<file path="src/rtl/bpwin_pkg.sv">
package bpwin_pkg;

  typedef enum logic [1:0] {
    ST_IDLE = 2'd0,
    ST_LO   = 2'd1,
    ST_HI   = 2'd2,
    ST_FIN  = 2'd3
  } winState_e;

  localparam logic [1:0] SIZE_BYTE = 2'd0;
  localparam logic [1:0] SIZE_HALF = 2'd1;

  // Strobes from control to datapath
  typedef struct packed {
    logic capture;   // accept host request, sample base and segment
    logic latchLo;   // first beat acknowledged
    logic latchHi;   // second beat acknowledged
    logic beatHi;    // second beat on the bus
  } winStrobe_t;

endpackage

</file>
<file path="src/rtl/bpWinRegs.sv">
module bpWinRegs #(
  parameter int CFG_AW = 8,
  parameter int NIB_W = 4,
  parameter logic [CFG_AW-1:0] OFF_BASE0 = 8'h2E,
  parameter logic [CFG_AW-1:0] OFF_BASE1 = 8'h30,
  parameter logic [CFG_AW-1:0] OFF_BASE2 = 8'h32,
  parameter logic [CFG_AW-1:0] OFF_SEG = 8'h34
) (
  input  logic              clk,
  input  logic              rstN,
  input  logic              cfgWrEn,
  input  logic [CFG_AW-1:0] cfgAddr,
  input  logic [7:0]        cfgWrData,
  output logic [7:0]        cfgRdData,
  output logic [NIB_W-1:0]  baseNib,
  output logic [7:0]        baseMid,
  output logic [7:0]        baseTop,
  output logic              segSel
);

  always_ff @(posedge clk) begin
    if (!rstN) begin
      baseNib <= '0;
      baseMid <= '0;
      baseTop <= '0;
      segSel  <= 1'b0;
    end else if (cfgWrEn) begin
      if (cfgAddr == OFF_BASE0) baseNib <= cfgWrData[NIB_W-1:0];
      if (cfgAddr == OFF_BASE1) baseMid <= cfgWrData;
      if (cfgAddr == OFF_BASE2) baseTop <= cfgWrData;
      if (cfgAddr == OFF_SEG)   segSel  <= cfgWrData[0];
    end
  end

  always_comb begin
    cfgRdData = '0;
    if (cfgAddr == OFF_BASE0)      cfgRdData[NIB_W-1:0] = baseNib;
    else if (cfgAddr == OFF_BASE1) cfgRdData = baseMid;
    else if (cfgAddr == OFF_BASE2) cfgRdData = baseTop;
    else if (cfgAddr == OFF_SEG)   cfgRdData[0] = segSel;
  end

endmodule

</file>
<file path="src/rtl/bpWinCtrl.sv">
module bpWinCtrl
  import bpwin_pkg::*;
(
  input  logic       clk,
  input  logic       rstN,
  input  logic       hostReq,
  input  logic       capWord,
  input  logic       bpAck,
  output winStrobe_t strb,
  output logic       bpReq,
  output logic       hostBusy,
  output logic       hostDone
);

  winState_e state, stateNxt;

  always_ff @(posedge clk) begin
    if (!rstN) state <= ST_IDLE;
    else       state <= stateNxt;
  end

  always_comb begin
    strb     = '0;
    stateNxt = state;
    bpReq    = 1'b0;
    case (state)
      ST_IDLE: begin
        if (hostReq) begin
          strb.capture = 1'b1;
          stateNxt     = ST_LO;
        end
      end
      ST_LO: begin
        bpReq = 1'b1;
        if (bpAck) begin
          strb.latchLo = 1'b1;
          stateNxt     = capWord ? ST_HI : ST_FIN;
        end
      end
      ST_HI: begin
        bpReq       = 1'b1;
        strb.beatHi = 1'b1;
        if (bpAck) begin
          strb.latchHi = 1'b1;
          stateNxt     = ST_FIN;
        end
      end
      default: stateNxt = ST_IDLE;
    endcase
  end

  assign hostBusy = (state != ST_IDLE);
  assign hostDone = (state == ST_FIN);

endmodule

</file>
<file path="src/rtl/bpWinDatapath.sv">
module bpWinDatapath
  import bpwin_pkg::*;
#(
  parameter int WIN_AW = 11,
  parameter int NIB_W = 4,
  parameter int BP_AW = 32
) (
  input  logic              clk,
  input  logic              rstN,
  input  winStrobe_t        strb,
  input  logic              hostWe,
  input  logic [1:0]        hostSize,
  input  logic [WIN_AW-1:0] hostOffset,
  input  logic [31:0]       hostWrData,
  input  logic [NIB_W-1:0]  baseNib,
  input  logic [7:0]        baseMid,
  input  logic [7:0]        baseTop,
  input  logic              segSel,
  input  logic [15:0]       bpRdData,
  output logic [BP_AW-1:0]  bpAddr,
  output logic              bpWe,
  output logic [1:0]        bpByteEn,
  output logic [15:0]       bpWrData,
  output logic [31:0]       hostRdData,
  output logic              capWord
);

  logic [BP_AW-1:0] capAddr;
  logic [1:0]       capSize;
  logic             capWe;
  logic [31:0]      capData;
  logic [15:0]      rdLo;
  logic             isByte;
  logic [7:0]       laneByte;

  // base bits, segment bit and offset occupy disjoint fields
  always_ff @(posedge clk) begin
    if (!rstN) begin
      capAddr <= '0;
      capSize <= '0;
      capWe   <= 1'b0;
      capData <= '0;
    end else if (strb.capture) begin
      capAddr <= {baseTop, baseMid, baseNib, segSel, hostOffset};
      capSize <= hostSize;
      capWe   <= hostWe;
      capData <= hostWrData;
    end
  end

  assign isByte  = (capSize == SIZE_BYTE);
  assign capWord = capSize[1];

  assign bpAddr = strb.beatHi ? capAddr + BP_AW'(2) : capAddr;
  assign bpWe   = capWe;

  always_comb begin
    if (isByte) begin
      bpByteEn = capAddr[0] ? 2'b10 : 2'b01;
      bpWrData = {2{capData[7:0]}};
    end else begin
      bpByteEn = 2'b11;
      bpWrData = strb.beatHi ? capData[31:16] : capData[15:0];
    end
  end

  assign laneByte = capAddr[0] ? bpRdData[15:8] : bpRdData[7:0];

  always_ff @(posedge clk) begin
    if (!rstN) begin
      rdLo       <= '0;
      hostRdData <= '0;
    end else if (!capWe) begin
      if (strb.latchLo) begin
        rdLo <= bpRdData;
        if (isByte)        hostRdData <= {24'h0, laneByte};
        else if (!capWord) hostRdData <= {16'h0, bpRdData};
      end
      if (strb.latchHi) hostRdData <= {bpRdData, rdLo};
    end
  end

endmodule

</file>
<file path="src/rtl/bpWindowXlate.sv">
module bpWindowXlate
  import bpwin_pkg::*;
#(
  parameter int CFG_AW = 8,
  parameter int WIN_AW = 11,
  parameter logic [CFG_AW-1:0] OFF_BASE0 = 8'h2E,
  parameter logic [CFG_AW-1:0] OFF_BASE1 = 8'h30,
  parameter logic [CFG_AW-1:0] OFF_BASE2 = 8'h32,
  parameter logic [CFG_AW-1:0] OFF_SEG = 8'h34
) (
  input  logic              clk,
  input  logic              rstN,
  input  logic              cfgWrEn,
  input  logic [CFG_AW-1:0] cfgAddr,
  input  logic [7:0]        cfgWrData,
  output logic [7:0]        cfgRdData,
  input  logic              hostReq,
  input  logic              hostWe,
  input  logic [1:0]        hostSize,
  input  logic [WIN_AW-1:0] hostOffset,
  input  logic [31:0]       hostWrData,
  output logic [31:0]       hostRdData,
  output logic              hostBusy,
  output logic              hostDone,
  output logic              bpReq,
  output logic              bpWe,
  output logic [31:0]       bpAddr,
  output logic [1:0]        bpByteEn,
  output logic [15:0]       bpWrData,
  input  logic [15:0]       bpRdData,
  input  logic              bpAck
);

  localparam int SLOT_LSB = WIN_AW + 1;
  localparam int NIB_W = 16 - SLOT_LSB;
  localparam int BP_AW = 16 + 16;

  winStrobe_t       strb;
  logic [NIB_W-1:0] baseNib;
  logic [7:0]       baseMid;
  logic [7:0]       baseTop;
  logic             segSel;
  logic             capWord;

  bpWinRegs #(
    .CFG_AW(CFG_AW), .NIB_W(NIB_W),
    .OFF_BASE0(OFF_BASE0), .OFF_BASE1(OFF_BASE1),
    .OFF_BASE2(OFF_BASE2), .OFF_SEG(OFF_SEG)
  ) u_regs (
    .clk(clk), .rstN(rstN), .cfgWrEn(cfgWrEn), .cfgAddr(cfgAddr),
    .cfgWrData(cfgWrData), .cfgRdData(cfgRdData), .baseNib(baseNib),
    .baseMid(baseMid), .baseTop(baseTop), .segSel(segSel)
  );

  bpWinCtrl u_ctrl (
    .clk(clk), .rstN(rstN), .hostReq(hostReq), .capWord(capWord),
    .bpAck(bpAck), .strb(strb), .bpReq(bpReq), .hostBusy(hostBusy),
    .hostDone(hostDone)
  );

  bpWinDatapath #(.WIN_AW(WIN_AW), .NIB_W(NIB_W), .BP_AW(BP_AW)) u_dp (
    .clk(clk), .rstN(rstN), .strb(strb), .hostWe(hostWe),
    .hostSize(hostSize), .hostOffset(hostOffset), .hostWrData(hostWrData),
    .baseNib(baseNib), .baseMid(baseMid), .baseTop(baseTop),
    .segSel(segSel), .bpRdData(bpRdData), .bpAddr(bpAddr), .bpWe(bpWe),
    .bpByteEn(bpByteEn), .bpWrData(bpWrData), .hostRdData(hostRdData),
    .capWord(capWord)
  );

endmodule

</file>
<file path="config.mk">
export PLATFORM = sky130hd
export DESIGN_NAME = bpWindowXlate
export DESIGN_NICKNAME = d
export VERILOG_FILES = /design/src/rtl/bpwin_pkg.sv /design/src/rtl/bpWinRegs.sv /design/src/rtl/bpWinCtrl.sv /design/src/rtl/bpWinDatapath.sv /design/src/rtl/bpWindowXlate.sv
export SDC_FILE = /design/constraint.sdc
export NUM_CORES = 1
export LEC_CHECK = 0
export BUFFER_PORTS_ARGS = -buffer_cell sky130_fd_sc_hd__buf_2
export CORE_MARGIN = 8
export CORE_UTILIZATION = 59
export CTS_BUF_LIST = sky130_fd_sc_hd__clkbuf_4
export CTS_CLUSTER_SIZE = 25
export DETAILED_ROUTE_END_ITERATION = 10
export PLACE_DENSITY_LB_ADDON = 0.1
export SLEW_MARGIN = 20
export SYNTH_ARGS = -nofsm -noshare
export SYNTH_HDL_FRONTEND = slang
export SYNTH_SLANG_ARGS = --single-unit
</file>
<file path="constraint.sdc">
create_clock -name clk -period 3.41 [get_ports clk]
set_input_delay 0.682 -clock clk [delete_from_list [all_inputs] [get_ports clk]]
set_output_delay 0.682 -clock clk [all_outputs]
set_load 0.02 [all_outputs]
</file>
# [After elaboration in Yosys (flattened, before gate mapping)]
# Cells that the tools add are included.
[totals] word_cells=63 ff_bits=138 input_bits=83 output_inout_bits=94
[op_classes] n_bitwise=1 mux=27 n_eq_ne=11 addsub=1 n_reduce_logical=12
[ops] operator="32-bit two-way mux" count=5
[ops] operator="32-bit by 2-bit adder with 32-bit output, second input constant" count=1
[ops] operator="8-bit by 6-bit == test with 1-bit output, second input constant" count=4
[ops] operator="16-bit two-way mux" count=2
[ops] operator="8-bit two-way mux" count=2
[ops] operator="2-bit two-way mux" count=6
[ops] operator="2-bit AND reduction" count=5
[ops] operator="1-bit two-way mux" count=8
[ops] operator="4-bit two-way mux" count=2
[ops] operator="7-bit two-way mux" count=1
[ops] operator="2-bit != test, second input constant" count=3
[ops] operator="2-bit case mux with 3 select lines" count=1
[ops] operator="3-bit AND reduction" count=2
[ops] operator="2-bit == test, second input constant" count=2
[ops] operator="2-bit logical NOT" count=2
[ops] operator="2-bit nonzero test" count=2
[ops] operator="3-bit != test, second input constant" count=1
[ops] operator="2-bit by 1-bit == test with 1-bit output, second input constant" count=1
[ops] operator="2-bit OR reduction" count=1
[ops] operator="1-bit NOT" count=1

# [Depth between registers and ports, before layout]
# Gate-level depths: netlist of run 1.
[logic_depth] depth_word=5 mapped_depth=8 depth_no_buf=6

# [Modules after synthesis]
# Synthesis of run 1 repeated with hierarchy kept, for this count alone.
[hier_totals] cells_unflattened=720 hier_area_um2=6782.8
[modules_own_cells] module="bpWinDatapath" n_inst=1 seq_area_each_um2=2302.2 area_per_inst_um2=5512.8 cells_per_inst=584
[modules_own_cells] module="bpWinRegs" n_inst=1 seq_area_each_um2=420.4 area_per_inst_um2=1071.0 cells_per_inst=113
[modules_own_cells] module="bpWinCtrl" n_inst=1 seq_area_each_um2=40.0 area_per_inst_um2=198.9 cells_per_inst=23

# [Worst setup path before layout of run 1]
# OpenSTA, ideal clock, no wires.
[synth_path] kind="input port to output port" start="input cfgAddr[7]" end="output cfgRdData[1]" path_slack_ns=0.885 cell_stages=3 arrival_ns=1.843 n_path_buf=0 t_required_ns=2.728 path_cell_list="nor4b_4 -> nand2_1 -> o21ai_0"
[synth_between] elab_chain_len=4 word_cells_on_any_way=6 cone_classes="3 x eq/ne; 3 x mux"
[synth_lines] item="start, declared" line="bpWindowXlate.sv:14" rtl="input logic [CFG_AW-1:0] cfgAddr,"
[synth_lines] item="8-bit by 6-bit == test with 1-bit output" line="bpWinRegs.sv:39" rtl="else if (cfgAddr == OFF_BASE2) cfgRdData = baseTop;"
[synth_lines] item="7-bit two-way mux" line="bpWinRegs.sv:39"
[synth_lines] item="8-bit two-way mux" line="bpWinRegs.sv:38" rtl="else if (cfgAddr == OFF_BASE1) cfgRdData = baseMid;"
[synth_lines] item="4-bit two-way mux (*)" line="bpWinRegs.sv:37" rtl="if (cfgAddr == OFF_BASE0) cfgRdData[NIB_W-1:0] = baseNib;"
[synth_lines] item="end, declared" line="bpWindowXlate.sv:16" rtl="output logic [7:0] cfgRdData,"
# Every way passes the cells marked *; elsewhere a longest branch is shown, timed or not.

# [Worst setup path in the final report of run 1]
[layout_path] start="register u_ctrl.state[0]" end="output bpAddr[31]"
[layout_between] elab_chain_len=3
[layout_lines] item="start, declared" line="bpWinCtrl.sv:15" rtl="winState_e state, stateNxt;"
[layout_lines] item="start signal, assigned" line="bpWinCtrl.sv:19" rtl="else state <= stateNxt;"
[layout_lines] item="2-bit == test" line="bpWinCtrl.sv:26" rtl="case (state)"
[layout_lines] item="2-bit two-way mux" line="bpWinCtrl.sv:26"
[layout_lines] item="32-bit two-way mux" line="bpWinDatapath.sv:54" rtl="assign bpAddr = strb.beatHi ? capAddr + BP_AW'(2) : capAddr;"
[layout_lines] item="end, declared" line="bpWindowXlate.sv:27" rtl="output logic [31:0] bpAddr,"
# Every way passes these cells.

==> results.md, run 1 <==
- Status: finished clean
- TritonCTS Buffers: 17
- Antenna-violating nets left: 0
- Mapped Nets: between 800 and 900
- Yosys top cell by area: dfxtp_1
- Synthesized flop and latch total: 138
- Post-CTS sizing: 0
- Critical path class: register to output pin
- CTS tree: done
- Critical R2R Launch: u_ctrl.state[0]
- Final Max Tran Viols: 0
- Fin nets: ~1000
- Final cycle utilization of the critical path: 92.6%
- Worst vdd ir: 398 uV
- Number of max-cap violations: 0
- Vias in the first global route: between 5000 and 6000
- Flop pwr share: roughly 45%
- Distinct cell type count after synthesis: between 40 and 50
- Hold path start: hostWe
- FP Rows: 38
- CP Capture Type: output pin
- Post-DP HPWL: 13300 um
- WL final: approximately 18000 um
- 1st-pass router iterations: 6
- CP Max Fanout: 8
- Die X: approximately 120 um
- GRT overflow: 0
- Longest Clk Path Bufs: 2
- Avg Cell Area, Syn: 8.26 um2
- Power per cell area: between 500 and 600 mW/mm2
- Top-level port count: roughly 180
- Lkg Pwr: between 0.003 and 0.004 uW
- Cts hold-fix bufs: 0
- Die Span Y: ~120 um
- H-Tree Depth: 4
- GRT Util Overall: a little under a quarter
- Unrepaired setup endpoints after global routing: no
- Max_slew headroom: 41.8%
- Actual slew at the worst max-slew pin: a little under 0.9 ns
- FF-to-FF setup slack: 0.89 ns
- Warning count from the yosys run: 0
- Average wire per standard cell: roughly 16 um
- Final core area utilization: between 70% and 80%
- Critical Path Source Type: register
- Layout cell share with drive strength beyond 1: 25.3%
- Internal Pwr Total: roughly 2700 uW
- Initial antenna violation count: 2
- Overall power: 4330 uW
- WP data required: roughly 2.7 ns
- Initial Util: 60.7%
- Worst Hold Path EP: u_dp.bpWe
- Fmax: approximately 320 MHz
- Main synth FF type: dfxtp_1
- Largest net degree at the start of global routing: 96
- Via density: about 5.6
- CORE AREA: roughly 0.011 mm2
- Clock sink count: approximately 140
- Cells after DPL: around 1100
- Area grow syn2layout: 16.8%
- Arr. time, crit path: around 2.5 ns
- Cell Area, Placed: between 0.007 and 0.008 mm2
- Switch Pwr: ~1700 uW
- DRC: 0
- Vias: just over 6000
- Skew-Pair Late Insertion Delay: approximately 0.54 ns
- Final hold violation count: 0
- Post-CTS setup buffer count: 0
- TNS Setup: 0 ns
- Initial DRC Count: ~470
- Clock skew: between 0.015 and 0.02 ns
- Ys async rst share: 0%
- Clock share of power: a little over a fifth
- Design area: approximately 0.0078 mm2
- Reg2reg end: u_dp.hostRdData[14]
- Post-route insts no fill: about 1100
- Clock-pin slew on the worst setup and hold paths: between 0.1 and 0.15 ns
- Logic pwr share: ~34%
- Switch share: between 30% and 40%
- IO buf count: ~180
- Synth Cell Area: 0.00664 mm2
- Die Area: ~0.015 mm2
- Top cell type's share of synthesized area: 41.6%
- Sequential fraction of the synthesis area: between 40% and 50%
- Global-route wire length before repair: 28300 um
- Syn Inst Count: between 800 and 900
- Synth top area cells: dfxtp_1, nand2_1, a21boi_0, xnor2_1, nand3_1
- GPL Wtd Cong: around 0.90
- Root Driver: clkbuf_4
- Number of synthesized flops with an enable pin: 0
- Tightest Hold Check Type: input port to register
- Tmin final: ~3.2 ns
- Reg2Reg Depth: 7
- Worst Hold Depth: 3
- Final setup violation count: 0
[synthesized netlist by cell type, types with 2 or more instances]
cell and instances:
a211o_1 8, a21boi_0 93, a21boi_1 19, a21oi_1 8, a221oi_1 8, a31oi_1 3
and2_1 4, and3_1 7, and4_1 3, buf_2 17, buf_4 3, buf_6 3
clkbuf_1 29, dfxtp_1 138, ha_1 5, inv_1 5, mux2_2 9, mux2i_1 15
nand2_1 239, nand3_1 46, nand4_1 11, nand4_2 4, nand4b_1 4, nor2_1 27
nor2b_1 7, nor3_4 3, nor3b_1 9, o21ai_0 12, o21ai_1 10, o21ai_2 8
or3_1 2, xnor2_1 27, xor2_1 3
[power groups by stage]
stage	registers [uW]	clock network [uW]	logic (uW)
finish	1950	932	1450
detailed placement	1980	0	1460
global placement	1970	0	1420
floorplan	2020	0	971
CTS	1940	947	1460
global route	1970	1020	1610
[per-layer routing]
metal | share of wire, % | routed length, um | global-route usage (%)
met5 | 0.056 | 10 | 0
met4 | 1.8 | 329 | 10.1
met3 | 8.4 | 1490 | 6.94
met2 | 48 | 8480 | 38.8
met1 | 42 | 7540 | 28.1
[flip-flops by register name, indices dropped and copies added (netlist names)]
register         flops
u_dp.capData        32
u_dp.rdLo           16
u_regs.baseNib       4
u_ctrl.state         2
u_dp.capSize         2
u_regs.segSel        1
u_dp.hostRdData     32
u_regs.baseTop       8
u_regs.baseMid       8
u_dp.capAddr        32
u_dp.bpWe            1
[cell usage in the layout (no fill, tap or decap), types with 3 or more instances in the layout]
cell / synthesis / layout
a221oi_1: 8 / 8
nor2_1: 27 / 27
nor2b_1: 7 / 7
o21ai_0: 12 / 12
buf_2: 17 / 175
nor3b_1: 9 / 9
nand2_1: 239 / 238
buf_4: 3 / 11
nand4b_1: 4 / 4
and3_1: 7 / 7
inv_1: 5 / 5
nand3_1: 46 / 46
mux2_2: 9 / 9
a211o_1: 8 / 8
xnor2_1: 27 / 27
a21boi_1: 19 / 19
and4_1: 3 / 3
clkinv_1: 1 / 6
nor3_4: 3 / 3
a31oi_1: 3 / 3
nand4_1: 11 / 11
mux2i_1: 15 / 15
xor2_1: 3 / 3
clkinvlp_4: 0 / 3
nand4_2: 4 / 4
ha_1: 5 / 5
and2_1: 4 / 3
o21ai_2: 8 / 9
a21oi_1: 8 / 8
o21ai_1: 10 / 9
dfxtp_1: 138 / 138
clkbuf_4: 0 / 20
a21boi_0: 93 / 93
[area by class of cell]
cell class / instances / area [um2]
multi-input combinational: 606 / 3600
clock buffer: 20 / 150
sequential: 138 / 2760
clock inverter: 11 / 81.3
timing repair buffer: 186 / 958
antenna: 2 / 5.00
inverter: 6 / 22.5
tap: 140 / 175
fill: 880 / 3180
[worst max-delay path, stage by stage, from the launching register on]
cell	delay (ns)
dfxtp_1	0.36
inv_1	0.09
ha_1	0.35
nand4_2	0.23
nor2_1	0.31
nand4_1	0.17
xnor2_1	0.23
buf_2	0.20
[logic make-up (layout without fill, tap and decap cells)]
logic type	after synthesis	in the layout	synth area share, %
and+or+nand+nor	376	376	26.9
adders and majority gates	5	5	0.942
muxes	24	24	3.79
AOI/OAI and AO/OA	171	171	18.6
xor gates and xnor gates	30	30	3.96
DFF	138	138	41.6
buffers and inverters	60	223	4.24
other	0	2	0
[worst max path at each step]
stage | endpoint | start | slack, ns | depth (start not counted)
2_1_floorplan | cfgRdData[1] | cfgAddr[7] | 0.88 | 3
3_3_place_gp | cfgRdData[1] | cfgAddr[7] | 0.77 | 6
3_5_place_dp | cfgRdData[1] | cfgAddr[7] | 0.68 | 6
4_1_cts | bpAddr[20] | u_ctrl.state[0] | 0.21 | 7
5_1_grt | bpAddr[31] | u_ctrl.state[0] | 0.02 | 7
6_report | bpAddr[31] | u_ctrl.state[0] | 0.25 | 7
[metrics by stage]
stage | worst slack (ns) | hold WS (ns)
after floorplan | 0.885 | 0.441
after global placement | 0.771 | 0.436
after detailed placement | 0.685 | 0.443
after CTS | 0.215 | 0.352
after global routing | 0.0166 | 0.350
final | 0.254 | 0.383
Power figures use the tool's default switching activity.
==> run 2: changes to the inputs <==
--- a/config.mk
+++ b/config.mk
@@ -5,6 +5,7 @@
 export SDC_FILE = /design/constraint.sdc
 export NUM_CORES = 1
 export LEC_CHECK = 0
+export ABC_AREA = 1
 export BUFFER_PORTS_ARGS = -buffer_cell sky130_fd_sc_hd__buf_2
 export CORE_MARGIN = 8
 export CORE_UTILIZATION = 59
==> run 2 against run 1 <==
Against the previous run:
- sequential share of layout area rose by 0.18 points
- largest cell class unchanged
- core utilization hardly changed
- first-iteration DRC count increased by 26%
==> results.md, run 2 <==
- Post-route insts no fill: 1249 (+13%)
- Final WS setup: 0.248 ns (-0.00628 ns)
- Switch Pwr: 2260 uW (+35%)
- Post-synth top cells: nor2_1, nand2_1, dfxtp_1
- Initial antenna violation count: 0 (-2)
- Largest net degree at the start of global routing: 79 (-18%)
- Cells after DPL: 1217 (+13%)
- Syn Inst Count: 944 (+17%)
- Top-level port count: 177 (unchanged)
- WL final: 18400 um (+3.2%)
- Actual slew at the worst max-slew pin: 0.886 ns (+0.0129 ns)
- Critical path class: register to output pin
- CP Capture Type: output pin
- Max_slew headroom: 40.9% (-0.93 points)
- Internal Pwr Total: 2980 uW (+12%)
- Clock skew: 0.0196 ns (+0.00131 ns)
- Critical Path Source Type: register
- Hold path start: hostWrData[2]
- Setup WS pre-CTS: 0.841 ns (+0.157 ns)
- Warning count from the yosys run: 0 (unchanged)
- Number of max-cap violations: 0 (unchanged)
- Via density: 5.36 (-4.0%)
- Clock share of power: 18.2% (-3.3 points)
- WP data required: 2.73 ns (about the same)
- Overall power: 5240 uW (+21%)
- CTS tree: done
- Ys async rst share: 0% (unchanged)
- Flop pwr share: 41.6% (-3.3 points)
- Number of synthesized flops with an enable pin: 0 (unchanged)
- Post-CTS setup buffer count: 0 (unchanged)
- Logic pwr share: 40.3% (+6.8 points)
- Leading registers by flop count: u_dp.capAddr (32), u_dp.capData (32), u_dp.hostRdData (32)
- Tmin final: 3.16 ns (+0.00628 ns)
- Multi-input combinational cell area: 0.00334 mm2 (-7.4%)
- Top cell type's share of synthesized area: 41.9% (+0.32 points)
- Global-route wire length before repair: 29400 um (+4.0%)
- Reg2Reg Depth: 8 (+1)
- Switch share: 43.2% (+4.5 points)
- DRC: 0 (unchanged)
- Initial Util: 60.5% (-0.19 points)
- Fin nets: 1184 (+14%)
- Commonest cells after routing, fill and taps aside: nor2_1, buf_2, nand2_1
- Fmax: 316 MHz (-0.20%)
- Average wire per standard cell: 14.7 um (-8.4%)
- Distinct cell type count after synthesis: 38 (-21%)
- Skew-Pair Late Insertion Delay: 0.54 ns (about the same)
- Cts hold-fix bufs: 0 (unchanged)
- IO buf count: 176 (unchanged)
- Die X: 122 um (-0.33%)
- Antenna-violating nets left: 0 (unchanged)
- Tightest Hold Check Type: input port to register
- Reg2reg end: u_dp.hostRdData[28]
- Final cycle utilization of the critical path: 92.7% (+0.18 points)
- Main synth FF type: dfxtp_1
- Synthesized flop and latch total: 138 (unchanged)
- Synth Cell Area: 0.00659 mm2 (-0.75%)
- Final setup violation count: 0 (unchanged)
- Power per cell area: 679 mW/mm2 (+22%)
- FP Rows: 38 (unchanged)
- Area grow syn2layout: 17.1%
- CORE AREA: 0.0109 mm2 (-0.44%)
- Synth top area cells: dfxtp_1, nor2_1, o21ai_0, nand2_1, a21oi_1
- Longest Clk Path Bufs: 2 (unchanged)
- H-Tree Depth: 4 (unchanged)
- Arr. time, crit path: 2.48 ns (about the same)
- Avg Cell Area, Syn: 6.98 um2 (-15%)
- Worst Hold Path EP: u_dp.capData[2]
- GRT Util Overall: 24.4% (+0.88 points)
- Post-DP HPWL: 13500 um (+1.5%)
- ANT cells: 0 (-2)
- Clock sink count: 138 (unchanged)
- Status: finished clean
- Lkg Pwr: 0.00347 uW (+5.8%)
- Root Driver: clkbuf_4
- Design area: 0.00772 mm2 (-0.50%)
- Post-CTS sizing: 0 (unchanged)
- Most common cell in the netlist: nor2_1
- Fillcell total: 1017 (+16%)
- 1st-pass router iterations: 8 (+2)
- Clock-pin slew on the worst setup and hold paths: 0.12 ns (about the same)
- Commonest non-fill, non-tap cell in the layout: nor2_1
- Worst Hold Depth: 3 (unchanged)
- Die Span Y: 122 um (-0.33%)
- Layout cell share with drive strength beyond 1: 22.8% (-2.5 points)
- TNS Setup: 0 ns (unchanged)
- Final Max Tran Viols: 0 (unchanged)
- Initial DRC Count: 595 (+26%)
- Vias in the first global route: 6179 (+3.2%)
- GPL Wtd Cong: 0.935 (+4.0%)
- Sequential fraction of the synthesis area: 41.9% (+0.32 points)
- Yosys top cell by area: dfxtp_1
- Die Area: 0.0148 mm2 (-0.65%)
- GRT overflow: 0 (unchanged)
- Vias: 6692 (+8.2%)
- Worst vdd ir: 473 uV (+19%)
- Critical R2R Launch: u_ctrl.state[0]
- Final hold violation count: 0 (unchanged)
- Cell Area, Placed: 0.00747 mm2 (-0.65%)
- TritonCTS Buffers: 17 (unchanged)
- Unrepaired setup endpoints after global routing: no
- FF-to-FF setup slack: 1.04 ns (+0.15 ns)
- Mapped Nets: 1032 (+16%)
- CP Max Fanout: 21 (+13)
- Sequential Area: 0.00276 mm2 (unchanged)
run 2: changes by cell type in the layout (fill, tap and decap cells not counted), moves of 19 or more:
cell      before  now
inv_1          5   60
a21oi_1        8  104
nand2_1      238  145
o21ai_0       12  113
a21boi_0      93    0
a21boi_1      19    0
nor2_1        27  189
xnor2_1       27    5
run 2: worst max path at each step:
| stage | endpoint | startpoint | depth (start not counted) | slack (ns) |
|---|---|---|---|---|
| 3_3_place_gp | bpAddr[27] | u_ctrl.state[0] | 11 | 0.92 |
| 4_1_cts | bpAddr[27] | u_ctrl.state[0] | 11 | 0.22 |
| 5_1_grt | bpAddr[27] | u_ctrl.state[0] | 11 | 0.05 |
| 3_5_place_dp | bpAddr[27] | u_ctrl.state[0] | 11 | 0.84 |
| 2_1_floorplan | cfgRdData[4] | cfgAddr[7] | 5 | 1.03 |
| 6_report | bpAddr[27] | u_ctrl.state[0] | 11 | 0.25 |
run 2: area by class of cell:
type	instances	share of cell area (%)
clock buffer	19	1.85
clock inverter	13	1.35
inverter	65	3.16
multi-input combinational	690	43.2
sequential	138	35.8
tap	140	2.27
timing repair buffer	184	12.4
run 2: cell families after synthesis:
family | after synthesis | synth area share [%]
xor+xnor | 19 | 2.53
mux | 7 | 1.20
simple gates | 416 | 26.8
fa+ha+maj | 5 | 0.949
buf+inv | 116 | 7.46
flops | 138 | 41.9
compound gates | 243 | 19.1
run 2: stage by stage:
stage          util [%]  hold WS [ns]
3_3_place_gp       68.6         0.438
6_report           70.9         0.389
3_5_place_dp       68.6         0.441
5_1_grt            70.9         0.358
2_1_floorplan         -         0.424
4_1_cts            70.9         0.348
run 2: metal layers:
layer | part of all wire (%) | global-route usage, %
met3 | 9.3 | 8.24
met1 | 43 | 30.9
met4 | 1.3 | 6.78
met2 | 46 | 39.0
met5 | 0 | 0
run 2: power by group through the flow:
stage | sequential (uW) | combinational (uW) | clock (uW)
after floorplan | 2230 | 1460 | 0
after global placement | 2200 | 2100 | 0
after detailed placement | 2210 | 2120 | 0
after CTS | 2170 | 2120 | 974
after global routing | 2220 | 2350 | 1040
final | 2180 | 2110 | 952
run 2: worst max-delay path, cell delays in order, from the launching register on:
cell     delay, ns
dfxtp_1       0.36
inv_1         0.09
ha_1          0.14
buf_4         0.27
nand2_1       0.17
nor2_4        0.17
nand2_1       0.14
nor3_2        0.22
nand3_1       0.11
nand2_1       0.07
nand2_1       0.06
buf_2         0.16
==> run 3: changes to the inputs <==
--- a/config.mk
+++ b/config.mk
@@ -12,6 +12,7 @@
 export CTS_BUF_LIST = sky130_fd_sc_hd__clkbuf_4
 export CTS_CLUSTER_SIZE = 25
 export DETAILED_ROUTE_END_ITERATION = 10
+export MAX_ROUTING_LAYER = met4
 export PLACE_DENSITY_LB_ADDON = 0.1
 export SLEW_MARGIN = 20
 export SYNTH_ARGS = -nofsm -noshare
==> run 3 against run 2 <==
Against the previous run:
- maximum frequency about the same
- sequential share of layout area is 0.22 points lower
- sequential cell count did not move
- register-to-register slack got worse by 0.02 ns
- global-route usage grew 1.7 points
- cell count barely moved
- critical path depth shrank 2
- core utilization grew 0.44 points
- critical path type unchanged
- clock power rose by 19%
- first-iteration DRC count decreased by 19%
- critical endpoint is now bpAddr[15]
==> results.md, run 3 (synthesis gave the netlist of run 2 again) <==
- Via density: 5.37 (+0.28%)
- Reg2reg end: u_dp.hostRdData[23]
- Clock share of power: 20.8% (+2.6 points)
- Max_slew headroom: 40.8% (-0.041 points)
- CP Max Fanout: 21 (unchanged)
- Internal Pwr Total: 3140 uW (+5.4%)
- Vias: 6716 (+0.36%)
- Initial Util: 60.5% (unchanged)
- Skew-Pair Late Insertion Delay: 0.54 ns (about the same)
- Arr. time, crit path: 2.48 ns (about the same)
- Unrepaired setup endpoints after global routing: no
- Final cycle utilization of the critical path: 92.7% (about the same)
- Clock sink count: 138 (unchanged)
- Crit path to: bpAddr[15]
- TNS Setup: 0 ns (unchanged)
- H-Tree Depth: 4 (unchanged)
- ANT cells: 0 (unchanged)
- 1st-pass router iterations: 6 (-2)
- Post-route insts no fill: 1250 (+0.080%)
- Final hold violation count: 0 (unchanged)
- Largest net degree at the start of global routing: 79 (unchanged)
- Leading registers by flop count: u_dp.capAddr (32), u_dp.capData (32), u_dp.hostRdData (32)
- WP data required: 2.73 ns (about the same)
- IO buf count: 176 (unchanged)
- Post-CTS sizing: 0 (unchanged)
- CP max stage cell: dfxtp_1
- GRT Util Overall: 26.1% (+1.7 points)
- Max stage delay on crit path: 0.36 ns (about the same)
- Lkg Pwr: 0.00349 uW (+0.62%)
- Fmax: 316 MHz (about the same)
- Overall power: 5430 uW (+3.5%)
- Commonest non-fill, non-tap cell in the layout: nor2_1
- Switch share: 42.1% (-1.0 points)
- Antenna-violating nets left: 0 (unchanged)
- Clock-pin slew on the worst setup and hold paths: 0.12 ns (about the same)
- Reg2Reg Depth: 9 (+1)
- Commonest cells after routing, fill and taps aside: nor2_1, buf_2, nand2_1
- Logic pwr share: 39.0% (-1.3 points)
- Initial antenna violation count: 0 (unchanged)
- FF-to-FF setup slack: 1.02 ns (-0.02 ns)
- Initial DRC Count: 479 (-19%)
- GRT overflow: 0 (unchanged)
- Area grow syn2layout: 17.9%
- Global-route wire length before repair: 30500 um (+3.5%)
- Cell family with most CP delay: simple AND/OR/NAND/NOR gates
- Crit-path cells: inv_1 -> ha_1 -> buf_4 -> nand2_1 -> nor2_4 -> nand2_1 -> nor3_2 -> xor2_1 -> buf_2
- Critical Path Stages: 9 (-2)
- Worst path bufs/invs: 3 (unchanged)
- CP startpoint: u_ctrl.state[0]
- TritonCTS Buffers: 17 (unchanged)
- Final Max Tran Viols: 0 (unchanged)
- CTS tree: done
- Die X: 122 um (unchanged)
- Tmin final: 3.16 ns (-0.000472 ns)
- Die Span Y: 122 um (unchanged)
- Final core area utilization: 71.3% (+0.44 points)
- Layout cell share with drive strength beyond 1: 22.9% (+0.070 points)
- Post-DP HPWL: 13800 um (+2.3%)
- WL final: 18900 um (+2.6%)
- Worst vdd ir: 563 uV (+19%)
- Flop pwr share: 40.2% (-1.4 points)
- Longest Clk Path Bufs: 2 (unchanged)
- Critical path class: register to output pin
- FP Rows: 38 (unchanged)
- Number of max-cap violations: 0 (unchanged)
- Vias in the first global route: 6305 (+2.0%)
- GPL Wtd Cong: 0.918 (-1.8%)
- Top-level port count: 177 (unchanged)
- Clock skew: 0.0229 ns (+0.00336 ns)
- Status: finished clean
- Tightest Hold Check Type: input port to register
- Most frequent CP cell: nand2_1
- Critical R2R Launch: u_ctrl.state[0]
- Root Driver: clkbuf_4
- Switch Pwr: 2290 uW (+1.1%)
- Post-CTS setup buffer count: 0 (unchanged)
- Final setup violation count: 0 (unchanged)
- Cts hold-fix bufs: 0 (unchanged)
- Average wire per standard cell: 15.1 um (+2.5%)
- CORE AREA: 0.0109 mm2 (unchanged)
- CP Capture Type: output pin
- Power per cell area: 699 mW/mm2 (+2.9%)
- DRC: 0 (unchanged)
- Cells after DPL: 1218 (+0.082%)
- Actual slew at the worst max-slew pin: 0.886 ns (+0.000615 ns)
- Die Area: 0.0148 mm2 (unchanged)
- Fin nets: 1185 (+0.084%)
- Critical Path Source Type: register
-- run 3: cell types whose count changed in the layout (fill, tap and decap cells not counted) --
cell	before	now
buf_12	1	0
buf_4	7	9
bufinv_16	1	3
clkbuf_4	19	20
clkinv_2	4	1
-- run 3: metal layers --
metal	vias to the layer above	GRT usage [%]	part of all wire, %
li1	3400	-	-
met1	3053	33.2	45
met2	236	40.6	47
met3	27	6.39	7.0
met4	0	7.32	1.7
met5	-	-	0
-- run 3: how the worst min path moves through the flow --
stage | depth (start not counted) | end | slack (ns) | from
after detailed placement | 2 | u_dp.rdLo[10] | 0.44 | u_dp.rdLo[10]
after floorplan | 2 | u_dp.rdLo[10] | 0.42 | u_dp.rdLo[10]
final | 3 | u_dp.capData[15] | 0.39 | hostWrData[15]
after CTS | 3 | u_dp.capData[29] | 0.36 | hostWrData[29]
after global routing | 3 | u_regs.baseMid[4] | 0.35 | cfgWrData[4]
after global placement | 2 | u_dp.rdLo[9] | 0.43 | u_dp.rdLo[9]
-- run 3: worst register-to-register path: cells and delay by family (launching register included) --
family / cells / cell delay, ns
flip-flops: 1 / 0.36
adder cells (fa/ha/maj): 1 / 0.15
AND/OR/NAND/NOR: 2 / 0.31
AO/OA/AOI/OAI: 2 / 0.31
buffers and inverters: 4 / 1.21
-- run 3: power by group through the flow --
stage / Sequential [uW] / Combinational (uW) / Clock [uW]
2_1_floorplan: 2230 / 1460 / 0
3_3_place_gp: 2200 / 2090 / 0
3_5_place_dp: 2210 / 2120 / 0
4_1_cts: 2180 / 2130 / 1140
5_1_grt: 2220 / 2360 / 1210
6_report: 2180 / 2120 / 1130
-- run 3: cell type report --
class | count | area (um2)
clock buffer | 20 | 150
clock inverter | 12 | 149
fill | 992 | 3120
inverter | 65 | 244
multi-input combinational | 690 | 3340
sequential | 138 | 2760
tap | 140 | 175
timing repair buffer | 185 | 948
-- run 3: through the flow --
step | cell area [um2] | hold WS, ns | setup WS, ns
global route | 7770 | 0.351 | 0.0698
finish | 7770 | 0.387 | 0.248
detailed placement | 7470 | 0.438 | 0.832
CTS | 7770 | 0.360 | 0.215
floorplan | 6590 | 0.424 | 1.03
global placement | 7470 | 0.435 | 0.913
